[src/rtl/sild_pkg.sv]
package sild_pkg;
  parameter int unsigned SILD_DEF_WIDTH = 10;
  parameter int unsigned SILD_DEF_SYNC  = 2;

  // Order of the bits in the synchronizer bundle
  typedef enum int unsigned {
    PIN_SCLK   = 0,
    PIN_SDI    = 1,
    PIN_STROBE = 2,
    PIN_BLANK  = 3
  } pin_idx_e;

  localparam int unsigned PIN_COUNT = 4;
endpackage

[src/rtl/sild_sync.sv]
module sild_sync #(
  parameter int unsigned DEPTH = 2,
  parameter int unsigned W     = 1
) (
  input  logic         clk,
  input  logic         rst_n,
  input  logic [W-1:0] d,
  output logic [W-1:0] q
);
  logic [W-1:0] chain [DEPTH];

  for (genvar s = 0; s < DEPTH; s++) begin : g_stage
    if (s == 0) begin : g_first
      always_ff @(posedge clk) begin
        if (!rst_n) chain[s] <= '0;
        else        chain[s] <= d;
      end
    end else begin : g_next
      always_ff @(posedge clk) begin
        if (!rst_n) chain[s] <= '0;
        else        chain[s] <= chain[s-1];
      end
    end
  end

  assign q = chain[DEPTH-1];
endmodule

[src/rtl/sild_shift.sv]
module sild_shift #(
  parameter int unsigned N = 10
) (
  input  logic         clk,
  input  logic         rst_n,
  input  logic         step,
  input  logic         din,
  output logic [N-1:0] stages,
  output logic         sout
);
  logic [N-1:0] chain_q;

  always_ff @(posedge clk) begin
    if (!rst_n)    chain_q <= '0;
    else if (step) chain_q <= {chain_q[N-2:0], din};
  end

  assign stages = chain_q;
  assign sout   = chain_q[N-1];
endmodule

[src/rtl/sild_hold.sv]
module sild_hold #(
  parameter int unsigned N = 10
) (
  input  logic         clk,
  input  logic         rst_n,
  input  logic         open_i,
  input  logic [N-1:0] d,
  output logic [N-1:0] q
);
  logic [N-1:0] bank_q;

  always_ff @(posedge clk) begin
    if (!rst_n)      bank_q <= '0;
    else if (open_i) bank_q <= d;
  end

  assign q = bank_q;
endmodule

[src/rtl/sild_gate.sv]
module sild_gate #(
  parameter int unsigned N = 10
) (
  input  logic         clk,
  input  logic         rst_n,
  input  logic         force_off,
  input  logic [N-1:0] d,
  output logic [N-1:0] q
);
  logic [N-1:0] out_q;

  always_ff @(posedge clk) begin
    if (!rst_n)         out_q <= '0;
    else if (force_off) out_q <= '0;
    else                out_q <= d;
  end

  assign q = out_q;
endmodule

[src/rtl/sild_driver.sv]
module sild_driver
  import sild_pkg::*;
#(
  parameter int unsigned N          = SILD_DEF_WIDTH,
  parameter int unsigned SYNC_DEPTH = SILD_DEF_SYNC
) (
  input  logic         clk,
  input  logic         rst_n,
  input  logic         sclk,
  input  logic         sdi,
  input  logic         strobe,
  input  logic         blank,
  output logic [N-1:0] drv_en,
  output logic         sdo
);
  logic [PIN_COUNT-1:0] pins_raw;
  logic [PIN_COUNT-1:0] pins_q;
  logic                 sclk_prev_q;
  logic                 shift_step;
  logic                 sdi_q;
  logic                 strobe_q;
  logic                 blank_q;
  logic [N-1:0]         stage_q;
  logic [N-1:0]         latch_q;

  always_comb begin
    pins_raw             = '0;
    pins_raw[PIN_SCLK]   = sclk;
    pins_raw[PIN_SDI]    = sdi;
    pins_raw[PIN_STROBE] = strobe;
    pins_raw[PIN_BLANK]  = blank;
  end

  sild_sync #(.DEPTH(SYNC_DEPTH), .W(PIN_COUNT)) u_sync (
    .clk  (clk),
    .rst_n(rst_n),
    .d    (pins_raw),
    .q    (pins_q)
  );

  assign sdi_q    = pins_q[PIN_SDI];
  assign strobe_q = pins_q[PIN_STROBE];
  assign blank_q  = pins_q[PIN_BLANK];

  always_ff @(posedge clk) begin
    if (!rst_n) sclk_prev_q <= 1'b0;
    else        sclk_prev_q <= pins_q[PIN_SCLK];
  end

  assign shift_step = pins_q[PIN_SCLK] & ~sclk_prev_q;

  sild_shift #(.N(N)) u_shift (
    .clk   (clk),
    .rst_n (rst_n),
    .step  (shift_step),
    .din   (sdi_q),
    .stages(stage_q),
    .sout  (sdo)
  );

  sild_hold #(.N(N)) u_hold (
    .clk   (clk),
    .rst_n (rst_n),
    .open_i(strobe_q),
    .d     (stage_q),
    .q     (latch_q)
  );

  sild_gate #(.N(N)) u_gate (
    .clk      (clk),
    .rst_n    (rst_n),
    .force_off(blank_q),
    .d        (latch_q),
    .q        (drv_en)
  );
endmodule

[config.mk]
export PLATFORM = sky130hd
export DESIGN_NAME = sild_driver
export DESIGN_NICKNAME = d
export VERILOG_FILES = /design/src/rtl/sild_pkg.sv /design/src/rtl/sild_sync.sv /design/src/rtl/sild_shift.sv /design/src/rtl/sild_hold.sv /design/src/rtl/sild_gate.sv /design/src/rtl/sild_driver.sv
export SDC_FILE = /design/constraint.sdc
export NUM_CORES = 1
export LEC_CHECK = 0
export ABC_AREA = 0
export BUFFER_PORTS_ARGS = -buffer_cell sky130_fd_sc_hd__buf_2
export CORE_UTILIZATION = 49
export DETAILED_ROUTE_END_ITERATION = 12
export GPL_TIMING_DRIVEN = 1
export PLACE_DENSITY_LB_ADDON = 0.05
export SYNTH_ARGS = -nofsm -noshare
export SYNTH_HDL_FRONTEND = slang
export SYNTH_SLANG_ARGS = --single-unit
[constraint.sdc]
create_clock -name clk -period 0.95 [get_ports clk]
set_input_delay 0.285 -clock clk [delete_from_list [all_inputs] [get_ports clk]]
set_output_delay 0.285 -clock clk [all_outputs]
set_load 0.005 [all_outputs]
==> results of run 1 <==
## timing repair
action / CTS / global route
endpoints found under the hold margin: 0 / 0
setup buffers: 1 / 0
setup endpoints to repair: 11 / 15
gates resized for setup: 1 / 5
## flip-flops by register name, indices dropped and copies added (netlist names)
register and flops:
u_hold.q 10, u_sync.chain 8, u_gate.q 10, u_shift.stages 10, sclk_prev_q 1
## per-stage QoR
step,setup TNS (ps),total power [mW]
2_1_floorplan,0,1.77
3_3_place_gp,0,1.80
3_5_place_dp,0,1.80
4_1_cts,-1300,2.74
5_1_grt,-1720,2.83
6_report,-1030,2.70
## report_power, final
part / switching [mW] / leakage (nW) / internal [mW] / total, mW
Sequential: 0.00543 / 0.318 / 1.65 / 1.66
Combinational: 0.0453 / 0.254 / 0.0568 / 0.102
Clock: 0.500 / 0.0386 / 0.436 / 0.936
Total: 0.551 / 0.611 / 2.14 / 2.70
## cells by family after synthesis
family / share of synthesized area
and+or+nand+nor: 0.193
DFF: 0.608
muxes: 0.156
buffers and inverters: 0.0429
## synthesized netlist by cell type
cell / number / area [sq um]
and2_1: 18 / 113
nor2b_1: 10 / 62.6
dfxtp_1: 39 / 781
buf_6: 2 / 22.5
buf_12: 1 / 20.0
nor2b_4: 1 / 13.8
buf_4: 1 / 7.51
mux2i_1: 20 / 200
clkbuf_2: 1 / 5.00
nand2_1: 11 / 41.3
and2_2: 1 / 7.51
and2b_4: 1 / 10.0
## final timing paths
| path | start | end | slack [ps] | cells past startpoint |
|---|---|---|---|---|
| hold reg to reg | u_sync.chain[0][0] | u_sync.chain[1][0] | 440 | 1 |
| hold / removal | blank | u_sync.chain[0][3] | 150 | 2 |
| setup reg to reg | u_sync.chain[1][0] | u_shift.stages[2] | 70 | 3 |
| setup / recovery | u_shift.stages[9] | sdo | -120 | 1 |
## layer usage
layer  GRT usage  vias to the layer above
li1            -                      389
met1       0.175                      331
met2       0.215                       18
met3      0.0948                        5
met4      0.0789                        0
met5           0                        -
## area by class of cell
class,count,share of cell area
tap,30,0.0251
multi-input combinational,62,0.300
clock buffer,8,0.0461
timing repair buffer,23,0.101
sequential,39,0.527
==> metrics.csv, run 1 <==
metric,value,unit
fmax,0.938,GHz
maximum vdd drop,1.23,mV
Hold Path Class,input port to register,
"Cell Count, Final, Fillers Out",162,
remaining antenna violation count after routing,0,
Multi-input gate area,448,sq um
drt wl/cell,10.4,microns
pin count of the biggest net entering global routing,16,
Crit path max-delay family,flip-flops,
Synthesized Nets,112,
fillers,226,
met3 wire len,96,microns
WHS,151,ps
DRT Pass-1 Iters,2,
final number of hold-violating endpoints,0,
vias in the first global route,659,
CP required,660,ps
initial antenna violation count,0,
unrepaired setup endpoints after global routing,yes,
skew final,4.59,ps
Final Cell Area,1490,sq um
IO Count,17,
startpoint types,register,
Setup WS post-layout,-116,ps
nets@finish,137,
Slew Limit Fails,0,
most frequent cells in the layout,"34 x dfxtp_1, 20 x mux2i_1, 18 x and2_1, 15 x buf_2, 11 x nand2_1",
port buffer count,16,
"Distinct cells, synth",12,
# clock sinks,39,
crit path cell chain,buf_2,
CTS max path bufs,2,
layout cells sized above 1,0.288,
Leakage,0.611,nW
Std-Cell Rows,18,
area grow syn2layout,16.3,%
PwrDens,1810,nW/um^2
placeable core area,2480,sq um
Post-Syn Area,1280,sq um
DP HPWL,1110,microns
Residual DRC,0,
Die Wd,53.2,microns
Vias/cell,4.59,
WL met1,851,microns
worst-path fanout max,2,
H-tree levels,2,
Syn Area/Cell,12.1,sq um
"most common cell after layout, fill and taps aside",dfxtp_1,
Clock Latency Late Sink,330,ps
number of max-cap violations,0,
Top Layer Used,met4,
post-placement cell area,1400,sq um
Placer Congestion,0.677,
starting density of the core,0.518,
Mapped Cells,106,
"flops & latches, synth",39,
Slew HR,0.913,
initial drt markers,4,
status,finished with violations,
minimum clock period after layout,1070,ps
clk slew on worst S/H paths,100,ps
Num CTS Buffers,5,
WL met2,714,microns
critical path class,register to output pin,
final worst path period share,1.12,
final setup vio count,11,
drt total wl,1690,microns
register area share after synthesis,0.608,
n_diodes,0,
Cells after DPL,153,
violated checks,negative setup slack,
Worst Path Buf+Inv,1,
pin slew with the least headroom to its limit,126,ps
hold_buf cts,0,
DIE AREA,2830,sq um
Slowest cell on crit path,dfxtp_2,
TritonCTS clock tree,done,
Die Ht,53.2,microns
vias,743,
worst stage delay on the critical path,330,ps
clk root buf,clkbuf_4,
Syn. warnings,0,
Reg area,787,sq um
utilization of the core after routing,0.603,
total congestion overflow,0,
pre-CTS setup slack,70.8,ps
CP Capture Type,output pin,
critical path arrival,780,ps
first-pass GRT wire length,2810,microns
Total Routing Usage GR,0.152,
No activity file was read; power rests on OpenSTA's default activity.
==> run 2, diff against run 1 <==
==> constraint.sdc (replaced) <==
create_clock -name clk -period 1.3 [get_ports clk]
set_input_delay 0.39 -clock clk [delete_from_list [all_inputs] [get_ports clk]]
set_output_delay 0.39 -clock clk [all_outputs]
set_load 0.005 [all_outputs]
==> run 2 against run 1 <==
  * The run now ends clean
  * Non-clock buffer count fell by 4
  * Clock-buffer cell count did not move
  * Sequential cell count did not move
  * Die area did not move
  * Global-route usage fell by 0.47 points
  * Final cell count fell by 2.5%
  * Sequential share of layout area rose by 1.6 points
  * Worst hold slack improved by 110 ps
  * Combinational power fell by 37%
  * Critical path type unchanged
  * Critical endpoint unchanged
==> metrics.csv, run 2 (synthesis gave the netlist of run 1 again) <==
metric,value,unit,change
status,finished clean,,
IO Count,17,,unchanged
Crit path max-delay family,flip-flops,,
port buffer count,16,,unchanged
final worst path period share,0.930,,
Total Routing Usage GR,0.147,,-0.00474
remaining antenna violation count after routing,0,,unchanged
Post-CTS Resized,0,,-1
RR Endpoint,u_hold.q[4],,
"most common cell after layout, fill and taps aside",dfxtp_1,,
number of max-cap violations,0,,unchanged
minimum clock period after layout,1210,ps,
placeable core area,2480,sq um,unchanged
R2R Path Start,u_sync.chain[1][2],,
Clock Latency Late Sink,320,ps,about the same
Post-CTS Setup Repair Bufs,0,,-1
pin count of the biggest net entering global routing,13,,-3
critical path arrival,820,ps,+40 ps
pin slew with the least headroom to its limit,376,ps,+250 ps
initial antenna violation count,0,,unchanged
worst hold path stage count,2,,unchanged
DIE AREA,2830,sq um,unchanged
worst-path fanout max,3,,+1
first-pass GRT wire length,2820,microns,+0.50%
Die Ht,53.2,microns,unchanged
nets@finish,133,,-2.9%
hold path endpoint,u_sync.chain[0][3],,
total congestion overflow,0,,unchanged
# clock sinks,39,,unchanged
starting density of the core,0.518,,unchanged
unrepaired setup endpoints after global routing,no,,
startpoint types,register,,
drt wl/cell,10.5,microns,+0.96%
Vias/cell,4.63,,+0.88%
Die Wd,53.2,microns,unchanged
FF-to-FF path depth,3,,unchanged
PwrDens,1350,nW/um^2,-25%
vias in the first global route,667,,+1.2%
Residual DRC,0,,unchanged
Worst Path Buf+Inv,1,,unchanged
setup TNS,0,ps,+1030 ps
final setup vio count,0,,-11
skew final,4.94,ps,+0.340 ps
Slew Limit Fails,0,,unchanged
area grow syn2layout,12.0,%,
clk slew on worst S/H paths,100,ps,about the same
CP required,910,ps,+250 ps
worst reg2reg setup slack,290,ps,+220 ps
layout cells sized above 1,0.227,,-0.0613
post-placement cell area,1370,sq um,-2.5%
clk root buf,clkbuf_4,,
Num CTS Buffers,5,,unchanged
final number of hold-violating endpoints,0,,unchanged
Final Cell Area,1440,sq um,-3.7%
Leakage,0.583,nW,-4.5%
DP HPWL,1140,microns,+2.3%
Total Power,1.95,mW,-28%
Slowest cell on crit path,dfxtp_1,,
CTS max path bufs,2,,unchanged
DRT Pass-1 Iters,2,,unchanged
fmax,0.827,GHz,
crit path cell chain,buf_2,,
TritonCTS clock tree,done,,
n_diodes,0,,unchanged
Hold Path Class,input port to register,,
initial drt markers,1,,-3
Placer Congestion,0.648,,-4.3%
critical path class,register to output pin,,
Slew HR,0.749,,-0.165
Std-Cell Rows,18,,unchanged
drt total wl,1670,microns,-1.5%
worst stage delay on the critical path,370,ps,+40 ps
H-tree levels,2,,unchanged
hold_buf cts,0,,unchanged
CP Capture Type,output pin,,
hold path start,blank,,
vias,731,,-1.6%
most frequent cells in the layout,"39 x dfxtp_1, 20 x mux2i_1, 18 x and2_1, 16 x buf_2, 11 x nand2_1",,
maximum vdd drop,0.878,mV,-28%
==> run 2: worst max-delay path by stage <==
stage,from,end,slack [ps],cells past startpoint
final,u_shift.stages[9],sdo,90,1
after global routing,u_shift.stages[9],sdo,30,1
after CTS,u_shift.stages[9],sdo,70,1
after detailed placement,rst_n,u_shift.stages[6],240,4
after global placement,rst_n,u_shift.stages[6],270,4
after floorplan,u_sync.chain[1][0],u_shift.stages[0],490,3
==> run 2: area by class of cell <==
cell class	count	area [sq um]
repair buffers	19	103
flip-flops and latches	39	781
well taps	30	37.5
clock buffers	8	68.8
fillers	235	1040
multi-input cells	62	448
==> run 2: report_power, final <==
part	switching, mW	leakage (nW)	internal, mW	total [mW]
Clock	0.351	0.0386	0.318	0.670
Combinational	0.0302	0.229	0.0341	0.0643
Sequential	0.00485	0.316	1.21	1.21
Total	0.386	0.583	1.56	1.95
==> run 2: layer usage <==
metal	vias up	global-route usage	share of wire
li1	383	-	-
met1	325	0.173	0.49
met2	18	0.219	0.44
met3	5	0.0603	0.042
met4	0	0.0921	0.022
met5	-	0	0
==> run 2: through the flow <==
stage	std cells	utilization	hold slack (ps)	setup slack, ps
after detailed placement	150	0.553	420	243
after global routing	158	0.580	243	34.8
final	158	0.580	263	90.7
after floorplan	106	-	412	492
after CTS	158	0.580	247	69.2
after global placement	150	0.553	417	270
==> run 3, diff against run 2 <==
--- a/config.mk
+++ b/config.mk
@@ -11,6 +11,7 @@
 export DETAILED_ROUTE_END_ITERATION = 12
 export GPL_TIMING_DRIVEN = 1
 export PLACE_DENSITY_LB_ADDON = 0.05
+export REMOVE_ABC_BUFFERS = 1
 export SYNTH_ARGS = -nofsm -noshare
 export SYNTH_HDL_FRONTEND = slang
 export SYNTH_SLANG_ARGS = --single-unit
==> run 3 against run 2 <==
  * Clock-buffer cell count is 2 lower
  * Clock skew is 5.0 ps higher
  * Fmax is 2.1% higher
  * Non-clock buffer count is 1 lower
  * Critical endpoint unchanged
==> metrics.csv, run 3 (synthesis gave the netlist of run 1 again) <==
metric,value,unit,change
status,finished clean,,
DIE AREA,2830,sq um,unchanged
most frequent cells in the layout,"39 x dfxtp_1, 20 x mux2i_1, 18 x and2_1, 16 x buf_2, 11 x nand2_1",,
power share of the clock group,0.370,,+0.026
critical path arrival,790,ps,-30 ps
placeable core area,2480,sq um,unchanged
startpoint types,register,,
minimum clock period after layout,1180,ps,-24.6 ps
IO Count,17,,unchanged
maximum vdd drop,0.993,mV,+13%
Slowest cell on crit path,dfxtp_1,,
drt total wl,1630,microns,-2.0%
hold_buf cts,0,,unchanged
GR Layer Usage met3,0.0603,,unchanged
nets@finish,132,,-0.75%
n_diodes,0,,unchanged
area grow syn2layout,12.6,%,
Num CTS Buffers,5,,unchanged
Post-CTS Resized,0,,unchanged
Crit path max-delay family,flip-flops,,
Clock Latency Late Sink,330,ps,about the same
Total Routing Usage GR,0.139,,-0.00845
worst stage delay on the critical path,360,ps,about the same
"most common cell after layout, fill and taps aside",dfxtp_1,,
CP required,910,ps,about the same
pin slew with the least headroom to its limit,373,ps,-3.07 ps
initial antenna violation count,0,,unchanged
vias,708,,-3.1%
Multi-input gate area,448,sq um,unchanged
setup TNS,0,ps,unchanged
clk root buf,clkbuf_4,,
fillers,220,,-6.4%
unrepaired setup endpoints after global routing,no,,
Reg area,781,sq um,unchanged
Residual DRC,0,,unchanged
Placer Congestion,0.690,,+6.5%
Worst Path Buf+Inv,1,,unchanged
sw frac,0.192,,-0.00637
final worst path period share,0.911,,-0.0189
vias in the first global route,609,,-8.7%
total congestion overflow,0,,unchanged
worst-path fanout max,3,,unchanged
# clock sinks,39,,unchanged
TritonCTS clock tree,done,,
pre-CTS setup slack,165,ps,-78.1 ps
skew final,9.98,ps,+5.04 ps
GR Layer Usage met1,0.170,,-0.00354
final setup vio count,0,,unchanged
crit path cell chain,buf_2,,
starting density of the core,0.518,,unchanged
DP HPWL,1070,microns,-5.8%
remaining antenna violation count after routing,0,,unchanged
Vias/cell,4.54,,-1.9%
Setup WS post-layout,115,ps,+24.6 ps
Total Power,2.03,mW,+4.3%
Die Wd,53.2,microns,unchanged
CP Capture Type,output pin,,
DRT Pass-1 Iters,3,,+1
Int Pwr,1.64,mW,+5.1%
drt wl/cell,10.5,microns,-0.79%
number of max-cap violations,0,,unchanged
worst reg2reg setup slack,290,ps,about the same
first-pass GRT wire length,2610,microns,-7.6%
pin count of the biggest net entering global routing,20,,+7
PwrDens,1400,nW/um^2,+3.8%
most crowded layer after global routing,met2,,
Std-Cell Rows,18,,unchanged
Post-CTS Setup Repair Bufs,0,,unchanged
layout cells sized above 1,0.214,,-0.0123
Hold Path Class,input port to register,,
Switch Pwr,390,uW,+0.96%
critical path class,register to output pin,,
fmax,0.844,GHz,+2.1%
part of the power in registers,0.596,,-0.027
clk slew on worst S/H paths,100,ps,about the same
Comb power frac,0.034,,about the same
GR Util met2,0.194,,-0.0253
Die Ht,53.2,microns,unchanged
initial drt markers,2,,+1
Slew Limit Fails,0,,unchanged
H-tree levels,2,,unchanged
final number of hold-violating endpoints,0,,unchanged
Leakage,0.583,nW,about the same
port buffer count,16,,unchanged
Slew HR,0.751,,+0.00205
CTS max path bufs,2,,unchanged
## run 3: cell type report
type	count	area share
multi-input cells	62	0.310
repair buffers	18	0.0745
clock inverters	1	0.0208
flip-flops and latches	39	0.540
well taps	30	0.0260
clock buffers	6	0.0286
## run 3: layer usage
| layer | wire length (microns) | vias up |
|---|---|---|
| met5 | 0 | - |
| met2 | 730 | 16 |
| li1 | - | 377 |
| met3 | 73 | 5 |
| met4 | 36 | 0 |
| met1 | 791 | 310 |
## run 3: through the flow
step | utilization | instances | hold WS, ps | area, sq um
floorplan | - | 101 | 412 | 1230
global placement | 0.555 | 149 | 415 | 1370
detailed placement | 0.555 | 149 | 419 | 1370
CTS | 0.583 | 156 | 251 | 1450
global route | 0.583 | 156 | 241 | 1450
finish | 0.583 | 156 | 260 | 1450
## run 3: final timing paths
kind,startpoint,to,cells after the start
worst max register to register,u_sync.chain[1][0],u_shift.stages[9],2
worst min-delay path,sdi,u_sync.chain[0][1],2
worst max-delay path,u_shift.stages[9],sdo,1
worst min register to register,u_sync.chain[0][2],u_sync.chain[1][2],1
## run 3: power groups by stage
stage	logic, mW	registers (mW)	clock network (mW)
2_1_floorplan	0.0330	1.24	0
3_3_place_gp	0.0700	1.24	0
3_5_place_dp	0.0708	1.24	0
4_1_cts	0.0708	1.21	0.771
5_1_grt	0.0753	1.21	0.821
6_report	0.0689	1.21	0.750
